[config.mk]
export PLATFORM = sky130hd
export DESIGN_NAME = lead_comm_timer
export DESIGN_NICKNAME = d
export VERILOG_FILES = /design/src/rtl/comm_pkg.sv /design/src/rtl/edge_meter.sv /design/src/rtl/comm_sched.sv /design/src/rtl/step_seq.sv /design/src/rtl/lead_comm_timer.sv
export SDC_FILE = /design/constraint.sdc
export NUM_CORES = 1
export LEC_CHECK = 0
export BUFFER_PORTS_ARGS = -buffer_cell sky130_fd_sc_hd__buf_4
export CAP_MARGIN = 20
export CORE_ASPECT_RATIO = 0.8
export CORE_MARGIN = 5
export CORE_UTILIZATION = 62
export DETAILED_ROUTE_END_ITERATION = 7
export PLACE_DENSITY = 0.92
export SYNTH_ARGS = -nofsm -noshare
export SYNTH_HDL_FRONTEND = slang
export SYNTH_SLANG_ARGS = --single-unit
[constraint.sdc]
create_clock -name clk -period 5 [get_ports clk]
set_clock_uncertainty 0.1 [all_clocks]
set_input_delay 0.25 -clock clk [delete_from_list [all_inputs] [get_ports clk]]
set_output_delay 0.25 -clock clk [all_outputs]
set_load 0.01 [all_outputs]
[src/rtl/comm_pkg.sv]
package comm_pkg;

  localparam int NUM_STEPS = 6;

  typedef logic [2:0] step_t;
  typedef logic [2:0] phase_t;

  typedef enum logic [1:0] {
    LEAD_0   = 2'd0,
    LEAD_7P5 = 2'd1,
    LEAD_15  = 2'd2
  } lead_e;

  function automatic lead_e lead_decode(input logic [1:0] sel);
    lead_e r;
    case (sel)
      2'b00:   r = LEAD_0;
      2'b01:   r = LEAD_7P5;
      default: r = LEAD_15;
    endcase
    return r;
  endfunction

  function automatic step_t step_next(input step_t s, input logic rev);
    step_t r;
    if (rev) r = (s == 3'd0) ? 3'(NUM_STEPS - 1) : s - 3'd1;
    else     r = (s == 3'(NUM_STEPS - 1)) ? 3'd0 : s + 3'd1;
    return r;
  endfunction

  function automatic phase_t high_phase(input step_t s);
    phase_t r;
    case (s)
      3'd0, 3'd1: r = 3'b001;
      3'd2, 3'd3: r = 3'b010;
      default:    r = 3'b100;
    endcase
    return r;
  endfunction

  function automatic phase_t low_phase(input step_t s);
    phase_t r;
    case (s)
      3'd0, 3'd5: r = 3'b010;
      3'd1, 3'd2: r = 3'b100;
      default:    r = 3'b001;
    endcase
    return r;
  endfunction

endpackage

[src/rtl/edge_meter.sv]
module edge_meter #(
  parameter int CNT_W = 16
) (
  input  logic             clk,
  input  logic             rst_n,
  input  logic [2:0]       pos_i,
  output logic             edge_o,
  output logic [CNT_W-1:0] interval_o
);

  localparam logic [CNT_W-1:0] CNT_MAX = '1;
  localparam logic [CNT_W-1:0] CNT_ONE = CNT_W'(1);

  logic [2:0]       last_q, last_d;
  logic [CNT_W-1:0] cnt_q, cnt_d;
  logic             code_ok;

  always_comb begin
    code_ok = (pos_i != 3'b000) && (pos_i != 3'b111);
    edge_o  = code_ok && (pos_i != last_q);
    last_d  = edge_o ? pos_i : last_q;
    if (edge_o)                cnt_d = CNT_ONE;
    else if (cnt_q == CNT_MAX) cnt_d = cnt_q;
    else                       cnt_d = cnt_q + CNT_ONE;
    interval_o = cnt_q;
  end

  always_ff @(posedge clk or negedge rst_n) begin
    if (!rst_n) begin
      last_q <= 3'b000;
      cnt_q  <= CNT_MAX;
    end else begin
      last_q <= last_d;
      cnt_q  <= cnt_d;
    end
  end

endmodule

[src/rtl/comm_sched.sv]
module comm_sched
  import comm_pkg::*;
#(
  parameter int CNT_W = 16
) (
  input  logic             clk,
  input  logic             rst_n,
  input  logic             edge_i,
  input  logic [CNT_W-1:0] interval_i,
  input  logic [1:0]       lead_sel_i,
  input  logic             overlap_off_i,
  input  logic             forced_i,
  output logic             fire_o,
  output logic             ovl_o
);

  localparam int PW = CNT_W + 2;
  localparam logic [CNT_W-1:0] ONE = CNT_W'(1);

  logic             armed_q, armed_d;
  logic [CNT_W-1:0] dly_q, dly_d;
  logic [CNT_W-1:0] olen_q, olen_d;
  logic [CNT_W-1:0] ovl_q, ovl_d;

  lead_e            lead_eff;
  logic [PW-1:0]    p_ext, p_38;
  logic [CNT_W-1:0] d_raw, d_calc, l_calc;

  // delay and overlap length from the newest interval
  always_comb begin
    lead_eff = forced_i ? LEAD_0 : lead_decode(lead_sel_i);
    p_ext    = PW'(interval_i);
    p_38     = (p_ext * PW'(3)) >> 3;
    case (lead_eff)
      LEAD_7P5: begin
        d_raw  = CNT_W'(p_38);
        l_calc = interval_i >> 3;
      end
      LEAD_15: begin
        d_raw  = interval_i >> 2;
        l_calc = interval_i >> 2;
      end
      default: begin
        d_raw  = interval_i >> 1;
        l_calc = '0;
      end
    endcase
    d_calc = (d_raw == '0) ? ONE : d_raw;
  end

  // next state
  always_comb begin
    fire_o  = armed_q && !forced_i && (dly_q <= ONE);
    armed_d = armed_q;
    dly_d   = dly_q;
    olen_d  = olen_q;
    ovl_d   = (ovl_q != '0) ? ovl_q - ONE : ovl_q;

    if (fire_o) ovl_d = overlap_off_i ? '0 : olen_q;

    if (forced_i) begin
      armed_d = 1'b0;
      ovl_d   = '0;
    end else if (edge_i) begin
      armed_d = 1'b1;
      dly_d   = d_calc;
      olen_d  = l_calc;
    end else if (fire_o) begin
      armed_d = 1'b0;
    end else if (armed_q) begin
      dly_d   = dly_q - ONE;
    end
    ovl_o = (ovl_q != '0);
  end

  always_ff @(posedge clk or negedge rst_n) begin
    if (!rst_n) begin
      armed_q <= 1'b0;
      dly_q   <= '0;
      olen_q  <= '0;
      ovl_q   <= '0;
    end else begin
      armed_q <= armed_d;
      dly_q   <= dly_d;
      olen_q  <= olen_d;
      ovl_q   <= ovl_d;
    end
  end

endmodule

[src/rtl/step_seq.sv]
module step_seq
  import comm_pkg::*;
(
  input  logic       clk,
  input  logic       rst_n,
  input  logic       fire_i,
  input  logic       strobe_i,
  input  logic       dir_rev_i,
  input  logic       ovl_i,
  input  logic       pwm_i,
  output logic [2:0] step_o,
  output logic [2:0] hs_o,
  output logic [2:0] ls_o
);

  step_t step_q, step_d, prev_q;
  logic  adv_en;

  always_comb begin
    adv_en = fire_i | strobe_i;
    step_d = step_next(step_q, dir_rev_i);
  end

  always_ff @(posedge clk or negedge rst_n) begin
    if (!rst_n) begin
      step_q <= 3'd0;
      prev_q <= 3'd0;
    end else if (adv_en) begin
      step_q <= step_d;
      prev_q <= step_q;
    end
  end

  always_comb begin
    phase_t hi_sel, lo_sel;
    hi_sel = high_phase(step_q);
    lo_sel = low_phase(step_q);
    if (ovl_i) begin
      hi_sel = hi_sel | high_phase(prev_q);
      lo_sel = lo_sel | low_phase(prev_q);
    end
    step_o = step_q;
    hs_o   = hi_sel;
    ls_o   = pwm_i ? lo_sel : 3'b000;
  end

endmodule

[src/rtl/lead_comm_timer.sv]
module lead_comm_timer
  import comm_pkg::*;
#(
  parameter int CNT_W = 16
) (
  input  logic       clk,
  input  logic       rst_n,
  input  logic [2:0] pos_i,
  input  logic       dir_rev_i,
  input  logic [1:0] lead_sel_i,
  input  logic       overlap_off_i,
  input  logic       forced_i,
  input  logic       force_step_i,
  input  logic       pwm_i,
  output logic [2:0] step_o,
  output logic [2:0] hs_o,
  output logic [2:0] ls_o
);

  logic             pos_edge;
  logic [CNT_W-1:0] interval;
  logic             fire;
  logic             ovl_open;
  logic             strobe;

  assign strobe = forced_i & force_step_i;

  edge_meter #(.CNT_W(CNT_W)) u_meter (
    .clk        (clk),
    .rst_n      (rst_n),
    .pos_i      (pos_i),
    .edge_o     (pos_edge),
    .interval_o (interval)
  );

  comm_sched #(.CNT_W(CNT_W)) u_sched (
    .clk           (clk),
    .rst_n         (rst_n),
    .edge_i        (pos_edge),
    .interval_i    (interval),
    .lead_sel_i    (lead_sel_i),
    .overlap_off_i (overlap_off_i),
    .forced_i      (forced_i),
    .fire_o        (fire),
    .ovl_o         (ovl_open)
  );

  step_seq u_seq (
    .clk       (clk),
    .rst_n     (rst_n),
    .fire_i    (fire),
    .strobe_i  (strobe),
    .dir_rev_i (dir_rev_i),
    .ovl_i     (ovl_open),
    .pwm_i     (pwm_i),
    .step_o    (step_o),
    .hs_o      (hs_o),
    .ls_o      (ls_o)
  );

endmodule

Word-level counts from Yosys, hierarchy flattened

Cells that the tools add are included.
W data, S select, Z words.

Bitwise logic cells: 5
$add $sub $neg: 5
Reductions and logical operators: 24
Muxes and demuxes: 29
$lt $le $gt $ge: 1
Multiply operators: 1
Equality and inequality tests: 16

Operators by type and width:

| operator                | count |
|---|---|
| $mux W16                | 10 |
| $sub A16 B1 Y16 const B | 2 |
| $pmux W15 S2            | 1 |
| $pmux W14 S2            | 1 |
| $mux W3                 | 8 |
| $pmux W3 S2             | 4 |
| $mul A16 B2 Y18 const B | 1 |
| $add A16 B1 Y16 const B | 1 |
| $eq A16 B16 Y1 const B  | 1 |
| $le A16 B1 Y1 const B   | 1 |
| $logic_not A16 Y1       | 1 |
| $reduce_bool A16 Y1     | 1 |
| $reduce_or A2 Y1        | 8 |
| $eq A3 B2 Y1 const B    | 4 |
| $reduce_bool A3 Y1      | 3 |
| $eq A3 B1 Y1 const B    | 2 |
| $eq A3 B3 Y1 const B    | 2 |
| $logic_not A3 Y1        | 2 |
| $or A3 B3 Y3            | 2 |
| $eq A2 B1 Y1 const B    | 2 |
| $logic_and A1 B1 Y1     | 4 |
| $ne A2 B2 Y1 const B    | 2 |
| $pmux W2 S2             | 1 |
| $add A3 B1 Y3 const B   | 1 |
| 14 further kinds        | 16 |

Word-level logic and storage cells: 89
Output and inout port bits: 9
Bits in registers: 74
Bits of input ports: 12

Depth between registers and ports, before layout

Depth in word-level cells: 8
Gate-level depth with buffers: 11
Gate-level depth less buffers: 11

By module

From an unflattened synthesis, not the netlist that was laid out.

Cells, all modules: 627
Area total of the unflattened synthesis: 5333.9 um^2

Modules (own cells, without submodules):

| module          | sequential area each (um^2) | instances | area an instance (um^2) | cells an instance |
|---|---|---|---|---|
| comm_sched      | 1176.1                      | 1         | 3679.8                  | 454 |
| edge_meter      | 495.5                       | 1         | 1164.9                  | 122 |
| step_seq        | 150.1                       | 1         | 483.0                   | 50 |
| lead_comm_timer | 0.0                         | 1         | 6.3                     | 1 |

Worst setup path before layout

Ideal clock, no wire load.

Path kind: register to register
From: register u_meter.cnt_q[6] (netlist: u_meter.interval_o[6])
To: register u_sched.dly_q[0]
Path buffers: 0
Arrival: 2.659 ns
Period minus slack after synthesis: 2.851 ns
Setup time: 0.092 ns
Cell stages (with the launch flop): 10
Path slack: 2.149 ns
Cell sequence: dfstp_2 -> ha_1 -> a21oi_1 -> a21oi_2 -> a221oi_2 -> xnor2_1 -> a222oi_1 -> nand4_1 -> or4_1 -> o31ai_2

Cells in the longest elaborated chain, start to end: 5

RTL lines:

| what                     | RTL line         | text |
|---|---|---|
| start: declaration       | edge_meter.sv:15 | `logic [CNT_W-1:0] cnt_q, cnt_d;` |
| start signal: assignment | edge_meter.sv:34 | `cnt_q <= cnt_d;` |
| $mul A16 B2 Y18          | comm_sched.sv:33 | `p_38 = (p_ext * PW'(3)) >> 3;` |
| $pmux W15 S2 *           | comm_sched.sv:34 | `case (lead_eff)` |
| $logic_not A16 Y1 *      | comm_sched.sv:48 | `d_calc = (d_raw == '0) ? ONE : d_raw;` |
| $mux W16 *               | comm_sched.sv:48 |  |
| $mux W16 *               | comm_sched.sv:64 | `end else if (edge_i) begin` |
| end signal: assignment   | comm_sched.sv:84 | `dly_q <= dly_d;` |
| end: declaration         | comm_sched.sv:21 | `logic [CNT_W-1:0] dly_q, dly_d;` |

Every way passes the cells marked *; elsewhere a longest branch is shown, timed or not.
A chain may end at the register's enable or synchronous reset.

Worst setup path in the final report

From: register u_meter.last_q[0]
To: register u_sched.dly_q[13]

Cells in the longest elaborated chain, start to end: 4

RTL lines:

| what                                                         | RTL line         | text |
|---|---|---|
| start: declaration                                           | edge_meter.sv:14 | `logic [2:0] last_q, last_d;` |
| start signal: assignment                                     | edge_meter.sv:33 | `last_q <= last_d;` |
| $ne A3 B3 Y1 *                                               | edge_meter.sv:20 | `edge_o = code_ok && (pos_i != last_q);` |
| $logic_and A1 B1 Y1 *                                        | edge_meter.sv:20 |  |
| $ne A2 B2 Y1 (no line) or $reduce_bool A2 Y1 (tied branches) | n/a              |  |
| $reduce_and A3 Y1 (no line)                                  | n/a              |  |

Marked as above.

==> results.txt <==
----------------------------------------------------
[Floorplan]
  Die Span X ... 110 um
  Number of placed I/O pins ... 21
  Starting Density ... 63.0%
  Y dimension of the die ... 89.8 um
  FP Rows ... 29
  Core box area ... 0.00784 mm^2
  Area of the die ... 0.00986 mm^2

[Worst setup path]
  CP Capture Type ... flip-flop
  Worst endpoint data arrival time ... 3580 ps
  Type of the worst setup path ... flip-flop to flip-flop
  Worst EP required ... 5150 ps
  Worst Setup Start Kind ... flip-flop
  Highest fanout seen on the critical path ... 21
  Slowest cell on the critical path ... sky130_fd_sc_hd__or3_1
  Worst path max stage delay ... 610 ps
  Cells along the critical path ... or3b_2 -> a211oi_1 -> or3_1 -> a21o_1 -> inv_1 -> nand2_1 -> nor3_1 -> a221o_1

[Synthesis]
  Warning count from the yosys run ... 0
  Xor-xnor portion of the synthesized cell area ... 7.63%
  Gate count after technology mapping ... 588
  Sequential share of the synthesized area ... 36.9%
  Mean Syn Cell Area ... 8.40 um^2
  Combinational family with the most area after synthesis ... compound AO/OA/AOI/OAI gates
  Post-Synth Simple-Gate Area ... 22.3%
  Net count after synthesis ... 620
  Proportion of netlist area held by the largest area contributor ... 28.4%
  Cell types with the largest area share after synthesis ... sky130_fd_sc_hd__dfrtp_1, sky130_fd_sc_hd__dfstp_2, sky130_fd_sc_hd__nor2_1
  Number of distinct library cell variants in the gate-level netlist after synthesis ... 59
  Fraction of the mapped netlist area in adder cells ... 5.07%
  Share of synthesized registers carrying an async set or reset ... 100%
  Area fraction in compound gates after synthesis ... 22.7%
  Dominant cell type by area after synthesis ... sky130_fd_sc_hd__dfrtp_1
  Number of enable-type register cells in the synthesized netlist ... 0
  Share of cell area taken by muxes after synthesis ... 1.65%
  Number of storage elements in the synthesis netlist ... 72
  Most common flop cell mapped by yosys ... sky130_fd_sc_hd__dfrtp_1
  Netlist Area Pre-Place ... 0.00494 mm^2

[Global routing]
  Wire length of the first global-routing pass ... 19500 um
  Remaining Overflow, GRT ... 0
  Overall routing resource usage ... 24.4%
  Pin count of the biggest net entering global routing ... 73
  Initial antenna violation count ... 0
  Via count of the first global-routing pass ... 4108

[Power and ir drop]
  Max IR drop VDD ... 0.000251 V
  Total leakage power ... 2.29 nW
  Pwr Total ... 2.23 mW
  Pwr Density ... 414 mW/mm^2

[Flow run]
  Number of maximum-capacitance constraint violations ... 0

[Clocking]
  TritonCTS clock tree ... yes
  Cell chosen for the clock root ... sky130_fd_sc_hd__clkbuf_8
  Clk pin slew, worst setup/hold paths ... 80 ps
  Number of setup buffers added after CTS ... 0
  CTS Buffer Depth ... 2
  Worst-skew pair later-pin latency ... 360 ps
  Number of clock sinks seen by CTS ... 72
  Number of buffers added by the clock tree synthesis step ... 9
  Number of levels in the clock H-tree ... 3
  Post-cts sizing count ... 0
  Hold buffers post-CTS ... 1

[Placement]
  Input/output buffers ... 20
  Gp weighted congestion ... 0.891
  HPWL after detailed placement ... 8380 um
  Number of placed instances with taps included ... 692
  Cell area after placement ... 0.00515 mm^2

[Layout]
  Fraction of layout cells with a size suffix above 1 ... 12.1%
  Area growth syn-to-layout ... 8.82%
  Final core area utilization ... 68.6%
  Final Cell Area ... 0.00537 mm^2
  Commonest non-fill, non-tap cells in the layout ... sky130_fd_sc_hd__nor2_1, sky130_fd_sc_hd__dfrtp_1, sky130_fd_sc_hd__nand2_1
  Leading cell type in the layout, fill and taps excluded ... sky130_fd_sc_hd__nor2_1
  Nets ... 629
  Final Non-Filler Cells ... 710
  Number of antenna diodes ... 0

[Route]
  Routed wire per std cell ... 16.5 um
  Number of remaining DRC errors ... 0
  Remaining antenna violation count after routing ... 0
  Vias per cell ... 6.33
  Drt total wl ... 11700 um
  Starting DRC count in detailed routing ... 460
  Drt first pass iters ... 7
  Total number of vias ... 4494

[Timing]
  Endpoints failing setup ... 0
  Final TNS setup ... 0 ps
  Number of pins exceeding their max-slew limit in the final report ... 0
  Rel. slew slack ... 36.4%
  RSZ-0062 raised after global routing ... no
  Final hold violation count ... 0
  Measured slew at the worst slew-check pin ... 953 ps
  Share of the cycle needed by the critical path after routing ... 68.6%
  Tmin final ... 3430 ps
  Highest Clock Rate ... 292 MHz

[Worst hold path]
  Min-Delay Path Class ... input port to flip-flop

[Outcome]
  Status ... finished, final reports clean

----------------------------------------------------
layout make-up:
class                      count  area [um^2]
multi-input combinational    467         2940
fill                         630         2460
sequential                    72         1820
timing repair buffer          25          190
clock buffer                  10          138
tap                          108          135
inverter                      22         82.6
clock inverter                 6         67.6
flip-flops by register name, summed over array words and instances, names as in the netlist:
name / cells
u_seq.step_o: 3
u_seq.prev_q: 3
u_sched.ovl_q: 16
u_sched.dly_q: 16
u_meter.interval_o: 16
u_sched.armed_q: 1
u_meter.last_q: 3
u_sched.olen_q: 14
final timing paths:
check	endpoint	depth (start not counted)	slack, ps	start
min	u_meter.last_q[2]	2	50	pos_i[1]
min in group asynchronous	u_seq.step_o[1]	2	450	rst_n
max	u_sched.dly_q[13]	8	1570	u_meter.last_q[0]
max reg2reg	u_sched.dly_q[13]	8	1570	u_meter.last_q[0]
min reg2reg	u_sched.olen_q[5]	2	420	u_sched.olen_q[5]
max in group asynchronous	u_sched.olen_q[13]	2	3740	rst_n
power breakdown:
| group | internal, mW | total [mW] | switching, mW |
|---|---|---|---|
| sequential | 0.712 | 0.859 | 0.148 |
| combinational | 0.393 | 0.890 | 0.498 |
| clock | 0.246 | 0.478 | 0.231 |
| total | 1.35 | 2.23 | 0.877 |
cell usage after synthesis (4+ instances only):
cell type / number
sky130_fd_sc_hd__nor2_1: 86
sky130_fd_sc_hd__dfrtp_1: 56
sky130_fd_sc_hd__nand2_1: 53
sky130_fd_sc_hd__a21oi_1: 36
sky130_fd_sc_hd__o21ai_0: 36
sky130_fd_sc_hd__xnor2_1: 23
sky130_fd_sc_hd__inv_1: 22
sky130_fd_sc_hd__clkbuf_1: 21
sky130_fd_sc_hd__nor3_1: 21
sky130_fd_sc_hd__ha_1: 20
sky130_fd_sc_hd__xor2_1: 20
sky130_fd_sc_hd__dfstp_2: 16
sky130_fd_sc_hd__a221oi_1: 14
sky130_fd_sc_hd__a211oi_1: 12
sky130_fd_sc_hd__a31oi_1: 11
sky130_fd_sc_hd__nand3_1: 8
sky130_fd_sc_hd__a22o_1: 7
sky130_fd_sc_hd__mux2i_1: 7
sky130_fd_sc_hd__nand4_1: 7
sky130_fd_sc_hd__nor3b_1: 7
sky130_fd_sc_hd__o22ai_1: 7
sky130_fd_sc_hd__or3_1: 7
sky130_fd_sc_hd__a22oi_1: 6
sky130_fd_sc_hd__nand2b_1: 6
sky130_fd_sc_hd__a21o_1: 5
sky130_fd_sc_hd__nand3b_1: 5
sky130_fd_sc_hd__nor2b_1: 5
sky130_fd_sc_hd__nor4_1: 5
sky130_fd_sc_hd__and2_1: 4
sky130_fd_sc_hd__nand4b_1: 4
layer usage:
| metal | routed length, um | vias up | track usage [%] | share of wire, % |
|---|---|---|---|---|
| li1 | - | 2164 | - | - |
| met1 | 5230 | 2117 | 34.1 | 44 |
| met2 | 5430 | 179 | 37.1 | 46 |
| met3 | 757 | 34 | 4.80 | 6.4 |
| met4 | 330 | 0 | 9.66 | 2.8 |
| met5 | 0 | - | 0 | 0 |
stage by stage:
step	hold slack (ps)	setup WS, ps
floorplan	-146	2150
finish	54.7	1570
detailed placement	329	1720
CTS	50.4	1640
global placement	317	1840
global route	67.6	1390
cell families (layout without fill, tap and decap cells):
logic type,Yosys count,count (layout)
xor gates and xnor gates,43,43
DFF,72,72
and+or+nand+nor,230,230
AOI/OAI and AO/OA,166,166
buffers and inverters,49,63
muxes,8,8
adders and majority gates,20,20
worst max-delay path, delay by kind of cell (launching register included):
kind | cells | cell delay (ps)
compound gates | 3 | 1150
buf+inv | 1 | 290
flops | 1 | 440
simple gates | 4 | 1340
Note: power is estimated with default switching activity, not from simulation.
